`config.mk`:
```
export PLATFORM = sky130hd
export DESIGN_NAME = tmr_ccp_chan
export DESIGN_NICKNAME = d
export VERILOG_FILES = /design/src/rtl/tmr_ccp_pkg.sv /design/src/rtl/tmr_cnt.sv /design/src/rtl/tmr_edge.sv /design/src/rtl/tmr_pwm_out.sv /design/src/rtl/tmr_ccp_chan.sv
export SDC_FILE = /design/constraint.sdc
export NUM_CORES = 1
export LEC_CHECK = 0
export BUFFER_PORTS_ARGS = -buffer_cell sky130_fd_sc_hd__buf_2
export CAP_MARGIN = 20
export CORE_MARGIN = 3
export CORE_UTILIZATION = 60
export CTS_CLUSTER_SIZE = 8
export DETAILED_ROUTE_END_ITERATION = 10
export PLACE_DENSITY_LB_ADDON = 0.08
export SLEW_MARGIN = 0
export SYNTH_ARGS = -nofsm -noshare
export SYNTH_HDL_FRONTEND = slang
export SYNTH_SLANG_ARGS = --single-unit
```
`constraint.sdc`:
```
create_clock -name clk -period 2.1 [get_ports clk]
set_input_delay 0.105 -clock clk [delete_from_list [all_inputs] [get_ports clk]]
set_output_delay 0.105 -clock clk [all_outputs]
set_load 0.02 [all_outputs]
```
`src/rtl/tmr_ccp_pkg.sv`:
```
// Shared register offsets and mode encoding for the timer channel.
// Assumes a byte-wide register port with at most eight offsets.
package tmr_ccp_pkg;
    localparam int ADDR_W = 3;

    localparam logic [ADDR_W-1:0] A_CTRL  = 3'd0;
    localparam logic [ADDR_W-1:0] A_MOD_H = 3'd1;
    localparam logic [ADDR_W-1:0] A_MOD_L = 3'd2;
    localparam logic [ADDR_W-1:0] A_CH_H  = 3'd3;
    localparam logic [ADDR_W-1:0] A_CH_L  = 3'd4;
    localparam logic [ADDR_W-1:0] A_CNT_H = 3'd5;
    localparam logic [ADDR_W-1:0] A_CNT_L = 3'd6;

    typedef enum logic [1:0] {
        M_CAP = 2'b00,
        M_TGL = 2'b01,
        M_CLR = 2'b10,
        M_SET = 2'b11
    } mode_e;
endpackage

```
`src/rtl/tmr_cnt.sv`:
```
// Modulo up-counter. Advances on en and wraps to zero after reaching modv.
// Also wraps at all-ones, so a modulo written below the current count
// cannot strand it. wrap is high on the clock that performs the wrap.
module tmr_cnt #(
    parameter int W = 16
) (
    input  logic         clk,
    input  logic         rst_n,
    input  logic         en,
    input  logic [W-1:0] modv,
    output logic [W-1:0] cnt,
    output logic         wrap
);
    assign wrap = en && ((cnt == modv) || (cnt == {W{1'b1}}));

    // count register: clear on reset or wrap, else advance on en
    always_ff @(posedge clk) begin
        if (!rst_n)    cnt <= '0;
        else if (wrap) cnt <= '0;
        else if (en)   cnt <= cnt + 1'b1;
    end
endmodule

```
`src/rtl/tmr_edge.sv`:
```
// Synchronizes an asynchronous pin and flags the selected edges.
// sel[0] enables rising edges and sel[1] enables falling edges.
// Assumes STAGES >= 1. hit is high for one clock per qualifying edge.
module tmr_edge #(
    parameter int STAGES = 2
) (
    input  logic       clk,
    input  logic       rst_n,
    input  logic       din,
    input  logic [1:0] sel,
    output logic       hit
);
    logic [STAGES:0] sh;
    logic            rise, fall;

    // synchronizer chain plus one history bit for edge detection
    always_ff @(posedge clk) begin
        if (!rst_n) sh <= '0;
        else        sh <= {sh[STAGES-1:0], din};
    end

    assign rise = sh[STAGES-1] & ~sh[STAGES];
    assign fall = ~sh[STAGES-1] & sh[STAGES];
    assign hit  = (sel[0] & rise) | (sel[1] & fall);
endmodule

```
`src/rtl/tmr_pwm_out.sv`:
```
// Pin logic for compare mode.
// Overflow drive has priority over a match. A max-duty request is
// latched at each overflow and holds the pin high for the following period.
// In capture mode the pin holds and the latched max duty is cleared.
module tmr_pwm_out
    import tmr_ccp_pkg::*;
(
    input  logic  clk,
    input  logic  rst_n,
    input  mode_e mode,
    input  logic  tov,
    input  logic  maxd,
    input  logic  wrap,
    input  logic  cmp_evt,
    output logic  pin,
    output logic  maxd_eff
);
    logic cmp_mode;
    assign cmp_mode = (mode != M_CAP);

    // max-duty state: sampled only at overflow, dropped when not in PWM use
    always_ff @(posedge clk) begin
        if (!rst_n)                maxd_eff <= 1'b0;
        else if (!cmp_mode || !tov) maxd_eff <= 1'b0;
        else if (wrap)             maxd_eff <= maxd;
    end

    // pin: overflow first, then max-duty hold, then the match action
    always_ff @(posedge clk) begin
        if (!rst_n) begin
            pin <= 1'b0;
        end else if (cmp_mode) begin
            if (tov && wrap) begin
                pin <= 1'b1;
            end else if (tov && maxd_eff) begin
                pin <= 1'b1;
            end else if (cmp_evt) begin
                unique case (mode)
                    M_TGL:   pin <= ~pin;
                    M_CLR:   pin <= 1'b0;
                    M_SET:   pin <= 1'b1;
                    default: pin <= pin;
                endcase
            end
        end
    end
endmodule

```
`src/rtl/tmr_ccp_chan.sv`:
```
// Timer capture/compare channel with a byte-wide register port.
// Holds the control, modulo and channel registers and the byte-pair locks,
// and connects counter, edge detector and pin logic.
// Assumes CNT_W == 2*BUS_W. bus_rd is a one-clock strobe per byte read.
module tmr_ccp_chan
    import tmr_ccp_pkg::*;
#(
    parameter int               CNT_W       = 16,
    parameter int               BUS_W       = 8,
    parameter int               SYNC_STAGES = 2,
    parameter logic [CNT_W-1:0] MOD_RST     = {CNT_W{1'b1}}
) (
    input  logic              clk,
    input  logic              rst_n,
    input  logic              cnt_en,
    input  logic              bus_wr,
    input  logic              bus_rd,
    input  logic [ADDR_W-1:0] bus_addr,
    input  logic [BUS_W-1:0]  bus_wdata,
    output logic [BUS_W-1:0]  bus_rdata,
    input  logic              cap_in,
    output logic              cmp_out
);
    localparam int LO_W = BUS_W;
    localparam int HI_W = CNT_W - BUS_W;

    mode_e            mode;
    logic [1:0]       edg;
    logic             tov, maxd, flag;
    logic [CNT_W-1:0] mod_q, chan_q, cnt;
    logic             cap_lock, cmp_lock;
    logic             wrap, hit, cap_evt, cmp_evt, maxd_eff;
    logic             wr_ctrl, wr_ch_h, wr_ch_l;
    logic             unused_wbits;

    assign wr_ctrl = bus_wr && (bus_addr == A_CTRL);
    assign wr_ch_h = bus_wr && (bus_addr == A_CH_H);
    assign wr_ch_l = bus_wr && (bus_addr == A_CH_L);
    assign unused_wbits = &{1'b0, bus_wdata[BUS_W-1:BUS_W-2]};

    tmr_cnt #(.W(CNT_W)) u_cnt (
        .clk(clk), .rst_n(rst_n), .en(cnt_en), .modv(mod_q),
        .cnt(cnt), .wrap(wrap)
    );

    tmr_edge #(.STAGES(SYNC_STAGES)) u_edge (
        .clk(clk), .rst_n(rst_n), .din(cap_in), .sel(edg), .hit(hit)
    );

    assign cap_evt = (mode == M_CAP) && hit && !cap_lock;
    assign cmp_evt = (mode != M_CAP) && cnt_en && (cnt == chan_q) && !cmp_lock;

    tmr_pwm_out u_out (
        .clk(clk), .rst_n(rst_n), .mode(mode), .tov(tov), .maxd(maxd),
        .wrap(wrap), .cmp_evt(cmp_evt), .pin(cmp_out), .maxd_eff(maxd_eff)
    );

    // control fields: loaded by a control write
    always_ff @(posedge clk) begin
        if (!rst_n) begin
            mode <= M_CAP;
            edg  <= 2'b00;
            tov  <= 1'b0;
            maxd <= 1'b0;
        end else if (wr_ctrl) begin
            mode <= mode_e'(bus_wdata[1:0]);
            edg  <= bus_wdata[3:2];
            tov  <= bus_wdata[4];
            maxd <= bus_wdata[5];
        end
    end

    // channel flag: set by events (events win), cleared by writing 0 to bit 7
    always_ff @(posedge clk) begin
        if (!rst_n)                          flag <= 1'b0;
        else if (cap_evt || cmp_evt)         flag <= 1'b1;
        else if (wr_ctrl && !bus_wdata[7])   flag <= 1'b0;
    end

    // modulo register, byte writable
    always_ff @(posedge clk) begin
        if (!rst_n) begin
            mod_q <= MOD_RST;
        end else if (bus_wr && (bus_addr == A_MOD_H)) begin
            mod_q[CNT_W-1:LO_W] <= bus_wdata[HI_W-1:0];
        end else if (bus_wr && (bus_addr == A_MOD_L)) begin
            mod_q[LO_W-1:0] <= bus_wdata[LO_W-1:0];
        end
    end

    // channel register: no reset; a capture wins over a bus write
    always_ff @(posedge clk) begin
        if (cap_evt)      chan_q <= cnt;
        else if (wr_ch_h) chan_q[CNT_W-1:LO_W] <= bus_wdata[HI_W-1:0];
        else if (wr_ch_l) chan_q[LO_W-1:0] <= bus_wdata[LO_W-1:0];
    end

    // capture lock: high-byte read in capture mode until the low-byte read
    always_ff @(posedge clk) begin
        if (!rst_n)                                       cap_lock <= 1'b0;
        else if (bus_rd && (bus_addr == A_CH_L))          cap_lock <= 1'b0;
        else if (bus_rd && (bus_addr == A_CH_H) && (mode == M_CAP))
                                                          cap_lock <= 1'b1;
    end

    // compare lock: high-byte write in compare mode until the low-byte write
    always_ff @(posedge clk) begin
        if (!rst_n)                           cmp_lock <= 1'b0;
        else if (wr_ch_l)                     cmp_lock <= 1'b0;
        else if (wr_ch_h && (mode != M_CAP))  cmp_lock <= 1'b1;
    end

    // read mux
    always_comb begin
        bus_rdata = '0;
        unique case (bus_addr)
            A_CTRL:  bus_rdata[7:0] = {flag, 1'b0, maxd, tov, edg, mode};
            A_MOD_H: bus_rdata[HI_W-1:0] = mod_q[CNT_W-1:LO_W];
            A_MOD_L: bus_rdata = mod_q[LO_W-1:0];
            A_CH_H:  bus_rdata[HI_W-1:0] = chan_q[CNT_W-1:LO_W];
            A_CH_L:  bus_rdata = chan_q[LO_W-1:0];
            A_CNT_H: bus_rdata[HI_W-1:0] = cnt[CNT_W-1:LO_W];
            A_CNT_L: bus_rdata = cnt[LO_W-1:0];
            default: bus_rdata = '0;
        endcase
    end
endmodule

```
* After elaboration in Yosys (flattened, before gate mapping)
Cells that the tools add are included.
Storage, ports and cells: register bits after elaboration 62, word-level logic and storage cells 91
Operators by class: add/sub/neg operators 1, eq/ne operators 13, multiplexer cells 11, bitwise operators 10, reduce and logical (&&, ||, !) cells 41
Operators by type and width (number):
- $pmux 8 s7 | 1
- $eq 16x16->1 | 2
- $mux 8 | 3
- $logic_and 1x1->1 | 18
- $add 16x1->16 const B | 1
- $eq 16x16->1 const B | 1
- $mux 16 | 1
- $eq 3x3->1 const B | 3
- $reduce_bool 2->1 | 4
- $reduce_or 2->1 | 4
- $eq 3x2->1 const B | 2
- $logic_not 1->1 | 5
- $mux 1 | 5
- $not 1->1 | 5
- $reduce_bool 5->1 | 1
- $and 1x1->1 | 4
- $eq 2x2->1 const B | 2
- $reduce_and 2->1 | 2
- $eq 3x1->1 const B | 1
- $logic_not 3->1 | 1
- $logic_or 1x1->1 | 3
- $pmux 1 s3 | 1
- $reduce_and 3->1 | 1
- $reduce_bool 3->1 | 1
- 4 further kinds | 4

* Longest topological paths before layout
Gate-level depths: netlist of run 1.
depth after elaboration 8, gate-level depth with buffers 7, mapped depth without buffers 6

* Modules after synthesis
A second synthesis of run 1 with hierarchy kept.
Unflattened totals: cells, all modules 402, area total of the unflattened synthesis 3414.5 um2
By module, submodules not included:
- tmr_ccp_chan | times used 1, cells an instance 275, area each 2292.2 um2
- tmr_cnt | times used 1, cells an instance 105, area each 918.4 um2
- tmr_pwm_out | times used 1, cells an instance 13, area each 103.8 um2
- tmr_edge | times used 1, cells an instance 9, area each 100.1 um2

* Least setup slack after synthesis of run 1
OpenSTA, ideal clock, no wires.
path type register to register, start reg mode[1], end reg chan_q[0], enable pin, library setup time 334 ps, arrival time 1490 ps, required time 1766 ps, setup slack 276 ps, cell stages (with the launch flop) 7, buffers on the path 2, cell sequence dfxtp_1 -> inv_1 -> ha_1 -> and3b_1 -> buf_2 -> buf_2 -> nand2b_1
On the way: longest elaborated chain between the ends 5, elaborated cells between the ends (all ways) 6
RTL lines:
- start: declaration | RTL line tmr_ccp_chan.sv:27 | mode_e mode;
- start signal: assignment | RTL line tmr_ccp_chan.sv:66 | mode <= mode_e'(bus_wdata[1:0]);
- $logic_not 2->1 * | RTL line tmr_ccp_chan.sv:50 | assign cap_evt = (mode == M_CAP) && hit && !cap_lock;
- $logic_and 1x1->1 * (2 in series) | RTL line tmr_ccp_chan.sv:50
- $ne 2x2->1 (no line) / $reduce_bool 2->1 (equally long branches)
- $reduce_and 2->1 (no line) *
- end signal: assignment | RTL line tmr_ccp_chan.sv:93 | if (cap_evt) chan_q <= cnt;
- end signal: indexed assignment | RTL line tmr_ccp_chan.sv:94 | else if (wr_ch_h) chan_q[CNT_W-1:LO_W] <= bus_wdata[HI_W-1:0];
- end signal: indexed assignment | RTL line tmr_ccp_chan.sv:95 | else if (wr_ch_l) chan_q[LO_W-1:0] <= bus_wdata[LO_W-1:0];
- end: declaration | RTL line tmr_ccp_chan.sv:30 | logic [CNT_W-1:0] mod_q, chan_q, cnt;
Mark *: on every way between the ends. The rest lies on a longest branch, timed or not. A chain may end at the register's enable or synchronous reset.

* Worst setup path in the final report of run 1
start reg mode[0], end reg u_out.pin
On the way: longest elaborated chain between the ends 6, elaborated cells between the ends (all ways) 14
RTL lines:
- parallel branches: the longest is 6 deep, another holds $pmux 1 s3
- end signal: assignment | RTL line tmr_pwm_out.sv:39 | M_TGL: pin <= ~pin;
- end signal: assignment | RTL line tmr_pwm_out.sv:42 | default: pin <= pin;
- end: declaration | RTL line tmr_pwm_out.sv:15 | output logic pin,
Several ways; the timed one is not identified. The select of a mux whose other input is x is not followed.

==> results.toml, run 1 <==
[clock_tree]
htreeDepth = 3
clkTransAtPathRegs_ps = 70
cts_tree = "built"
ctsResizeCount = 0
cts_root_buf = "clkbuf_8"
clk_path_buf_depth = 2
cts_setup_buffers = 0
cts.sinks = 62
clock_latency_ps = 350
cts_made_buffers = 9

[timing]
setup_viol = 0
finalSetupTns_ps = 0
worst_hold_slack_ps = 18.99
finalWorstPathRequiredPeriod_ps = 1949
worst_slack_ps = 151.1
hold_viol_final = 0
worst_slew_pin_slew_ps = 547.7
grt_setup_unrepaired = "false"
period_share_pct = 92.81
drv_slew = 0
clock.fmax_mhz = 513.1
clock_skew_ps = 11.84
maxSlewHeadroom_pct = 63.49

[routing]
drtAntennaViolNets = 0
drc = 0
wl_um = 9659
dr.pass1.iters = 5
viasPerCell = 6.176
wire_per_inst_um = 20.46
drtIter0Drc = 369
dr_total_vias = 2915

[worst_setup_path]
r2r_start = "mode[0]"
cp-start-kind = "register"
required_ps = 2380
worstPathMaxFanout = 7
timing.rr.end = "u_out.pin"
ff2ff_path_depth = 6
crit_path_end_kind = "register"
regToRegSetupSlack_ps = 150
arrival_ps = 2230
path_class = "reg2reg"

[cells_and_area]
diodes = 0
area_growth_syn_to_layout_pct = 10.33
fill_cells = 464
final_common_cell = "nand2_1"
layout-drive-gt1-share_pct = 20.75
final_cell_mix = "nand2_1 (50), dfxtp_1 (46), xor2_1 (37), buf_2 (25), nand3_1 (23)"
final_area_um2 = 3944
num-nets-final = 415

[placement]
dp.final_hpwl_um = 6901
placed_cell_area_um2 = 3729
dp_slack_ps = 201.6
io_buffer_count = 25
place_congestion = 1.008

[synthesis]
synth_area_per_cell_um2 = 9.507
synthTopCellsByArea = "dfxtp_1 (26%), edfxtp_1 (13%), xor2_1 (9.1%)"
synthArstFlopShare_pct = 0
ys_warn_count = 0
yosysSeqAreaShare_pct = 39.20
syn_inst = 376
synth_top_area_share_pct = 25.76
synth_fp_nets = 396
synth_edf_count = 16
netlist_area_um2 = 3575
yosysUniqueCellTypes = 49
ys_seq_elements = 62
synth-main-ff-cell = "dfxtp_1"
yosysTopAreaCell = "dfxtp_1"

[hold_path]
min_to = "mod_q[6]"
hold_class = "in2reg"
hold_depth = 3
hold_path.startpoint = "bus_wdata[6]"

[floorplanning]
fp-row-count = 27
initial_core_util_pct = 63.36
fp.dieH_um = 83.19
io_pins = 26
die_area_um2 = 6920
core_area_um2 = 5642
die_w_um = 83.19

[global_route]
grt_max_degree = 30
gr-total-overflow = 0
grtUsageTotal_pct = 29.28
antenna_found_initial = 0
grt_pass1_vias = 2792
grt_pass1_wl_um = 15540

[job]
drv_cap = 0

[power_and_ir_drop]
p_per_area_nw_per_um2 = 669.5
leakagePower_nw = 1.551
peakVddDrop_mv = 0.6959

[status]
status = "completed"
## flip-flops by register name, indices dropped and copies added, names as in the netlist, 2 cells and up
register and count:
u_edge.sh 3, mod_q 16, chan_q 16, edg 2
mode 2, u_cnt.cnt 16
## what timing repair did
| item | 4_1_cts | 5_1_grt |
|---|---|---|
| endpoints found under the hold margin | 1 | 0 |
| hold buffers | 1 | 0 |
| setup endpoints to repair | 0 | 0 |
## cell usage after synthesis (4+ instances only)
library cell and count:
buf_6 4, nand4_1 6, a21oi_1 9, nand3_1 23
clkbuf_1 11, nor2b_1 9, edfxtp_1 16, nor3b_1 16
buf_4 4, dfxtp_1 46, nand2_1 50, xnor2_1 10
inv_1 4, mux2_2 19, nor2_1 21, mux4_2 5
mux2i_1 15, buf_2 14, nor4_1 6, and2_1 4
xor2_1 37, nand3b_1 4, o21ai_0 7
## critical path, cell delays in order (launching register included)
cell     delay (ps)
dfxtp_1         410
inv_1            90
ha_1            290
nor4b_2         300
nand4_1         170
or4_1           520
nand3_1         100
## power by group
part           internal [mW]  total [mW]  switching (mW)
Sequential              1.25        1.28          0.0319
Combinational          0.120       0.283           0.163
Clock                  0.602        1.07           0.471
## layer usage
layer	track usage, %	share of wire, %	up-vias
met5	0	0	-
met4	12.48	3.5	0
met3	8.036	8.0	30
met2	44.46	45	130
met1	39.25	43	1405
li1	-	-	1350
## cells by family after synthesis
| logic type | Yosys count | synth area share, % |
|---|---|---|
| mux | 39 | 13.34 |
| compound gates | 32 | 6.126 |
| xor+xnor | 47 | 11.52 |
| simple gates | 156 | 23.14 |
| flops | 62 | 39.20 |
| fa+ha+maj | 3 | 1.050 |
| buf+inv | 37 | 5.635 |
## how the worst max path moves through the flow
stage                     startpoint   endpoint  slack (ps)  depth (start not counted)
after floorplan              mode[1]  chan_q[0]         280                          6
after global placement       mode[0]  u_out.pin         210                          6
after detailed placement     mode[0]  u_out.pin         200                          6
after CTS                    mode[0]  u_out.pin         160                          6
after global routing         mode[0]  u_out.pin          30                          6
final                        mode[0]  u_out.pin         150                          6
## metrics by stage
step           std cells  power [mW]  utilization, %
2_1_floorplan        376       1.486               -
3_3_place_gp         455       1.579           66.09
3_5_place_dp         455       1.584           66.09
4_1_cts              472       2.650           69.90
5_1_grt              472       2.733           69.90
6_report             472       2.640           69.90
## final cells by class
class | instances | area, um2 | share of cell area [%]
Clock buffer | 14 | 195.2 | 4.949
Clock inverter | 2 | 10.01 | 0.2538
Inverter | 4 | 15.01 | 0.3807
Multi-Input combinational cell | 277 | 1972 | 50.00
Sequential cell | 62 | 1401 | 35.53
Tap cell | 72 | 90.09 | 2.284
Timing Repair Buffer | 41 | 260.3 | 6.599
No activity file was read; power rests on OpenSTA's default activity.
==> inputs of run 2 (changes only) <==
--- a/config.mk
+++ b/config.mk
@@ -8,7 +8,8 @@
 export BUFFER_PORTS_ARGS = -buffer_cell sky130_fd_sc_hd__buf_2
 export CAP_MARGIN = 20
 export CORE_MARGIN = 3
-export CORE_UTILIZATION = 60
+export CORE_UTILIZATION = 63
+export CTS_BUF_LIST = sky130_fd_sc_hd__clkbuf_4
 export CTS_CLUSTER_SIZE = 8
 export DETAILED_ROUTE_END_ITERATION = 10
 export PLACE_DENSITY_LB_ADDON = 0.08
==> results.toml, run 2 (synthesis gave the netlist of run 1 again) <==
[worst_setup_path]
r2r_start = "chan_q[4]"
arrival_ps = 2380
required_ps = 2480
path_class = "reg2reg"
cp-start-kind = "register"
worstPathMaxFanout = 3
regToRegSetupSlack_ps = 100
crit_path_end_kind = "register"
timing.rr.end = "u_out.pin"
ff2ff_path_depth = 5
critPathLaunch = "chan_q[4]"

[clock_tree]
clkTransAtPathRegs_ps = 110
clock_latency_ps = 430
cts_root_buf = "clkbuf_4"
ctsResizeCount = 0
htreeDepth = 3
cts_tree = "built"
cts.sinks = 62
cts_made_buffers = 9
clk_path_buf_depth = 2
cts_setup_buffers = 0

[job]
drv_cap = 0

[hold_path]
hold_path.startpoint = "cnt_en"
hold_class = "in2reg"
min_to = "u_cnt.cnt[0]"
hold_depth = 3

[global_route]
gr-total-overflow = 0
antenna_found_initial = 0
grt_pass1_wl_um = 15090
grtUsageTotal_pct = 31.32
grt_pass1_vias = 2800
grt_max_degree = 27

[cells_and_area]
fill_cells = 434
largest_registers = "chan_q x16, mod_q x16, u_cnt.cnt x16"
finalNonFillerCells = 482
area_growth_syn_to_layout_pct = 10.78
final_common_cell = "nand2_1"
final_cell_mix = "nand2_1 (50), dfxtp_1 (46), xor2_1 (37), buf_2 (25), nand3_1 (23)"
num-nets-final = 427
diodes = 0
layout-drive-gt1-share_pct = 21.12

[timing]
drv_slew = 0
worst_slack_ps = 101.4
worst_slew_pin_slew_ps = 516.1
hold_viol_final = 0
maxSlewHeadroom_pct = 65.27
clock.fmax_mhz = 500.4
clock_skew_ps = 18.69
finalWorstPathRequiredPeriod_ps = 1999
worst_hold_slack_ps = 93.75
grt_setup_unrepaired = "false"
finalSetupTns_ps = 0
setup_viol = 0
period_share_pct = 95.17

[placement]
dp.final_hpwl_um = 6912
dp_cells = 456
io_buffer_count = 25
place_congestion = 0.9754
dp_slack_ps = 176.3

[routing]
wl_um = 9586
dr.pass1.iters = 6
dr_total_vias = 2978
route.met3.wl_um = 763
drc = 0
highest_layer = "met4"
met1Wirelength_um = 4088
wire_per_inst_um = 19.89
drtAntennaViolNets = 0
viasPerCell = 6.178
drtIter0Drc = 243
wl_met2_um = 4430

[status]
status = "completed"

[power_and_ir_drop]
leakagePower_nw = 1.565
p_per_area_nw_per_um2 = 577.4
p_int_mw = 1.673
clkPwrFrac_pct = 31.1
p_seq_share_pct = 56.2
p_sw_share_pct = 26.82
switchingPower_mw = 0.6133
peakVddDrop_mv = 0.3512
p_comb_share_pct = 12.7

[floorplanning]
io_pins = 26
die_area_um2 = 6614
die_w_um = 81.33
fp.dieH_um = 81.33
fp-row-count = 26
core_area_um2 = 5303
initial_core_util_pct = 67.41
run 2: worst max-delay path by stage:
stage | to | depth (start not counted) | slack, ps
finish | u_out.pin | 5 | 100
global route | u_out.pin | 5 | 30
CTS | u_out.pin | 5 | 160
detailed placement | u_out.pin | 5 | 180
global placement | u_out.pin | 5 | 240
floorplan | chan_q[0] | 6 | 280
run 2: area by class of cell:
type | count | area, um2 | share of cell area [%]
inverter | 4 | 15.01 | 0.3791
tap | 70 | 87.58 | 2.212
timing repair buffer | 53 | 372.9 | 9.415
sequential | 62 | 1401 | 35.39
clock buffer | 13 | 97.59 | 2.464
multi-input combinational | 277 | 1972 | 49.79
clock inverter | 3 | 13.76 | 0.3476
run 2: layer usage:
layer / track usage (%) / vias up
li1: - / 1373
met1: 40.04 / 1425
met2: 50.08 / 143
met3: 8.758 / 37
met4: 11.99 / 0
met5: 0 / -
run 2: power by group through the flow:
stage	Combinational [mW]	Sequential, mW	Clock [mW]
floorplan	0.190	1.30	0
global placement	0.265	1.31	0
detailed placement	0.270	1.31	0
CTS	0.285	1.28	0.724
global route	0.314	1.29	0.779
finish	0.290	1.28	0.712
run 2: repair_timing:
item,in CTS,in global routing
hold buffers,10,0
endpoints found under the hold margin,18,0
setup endpoints to repair,0,0
run 2: critical path: stages (launching register included):
cell      delay [ps]
edfxtp_1         440
xor2_1           170
nor4_1           500
nand4_1          200
or4_1            540
nand3_1          100
run 2: per-stage QoR:
step	area (um2)	utilization, %	total power, mW
after floorplan	3575	-	1.486
after global placement	3749	70.69	1.576
after detailed placement	3749	70.69	1.581
after CTS	3960	74.68	2.293
after global routing	3960	74.68	2.381
final	3960	74.68	2.287
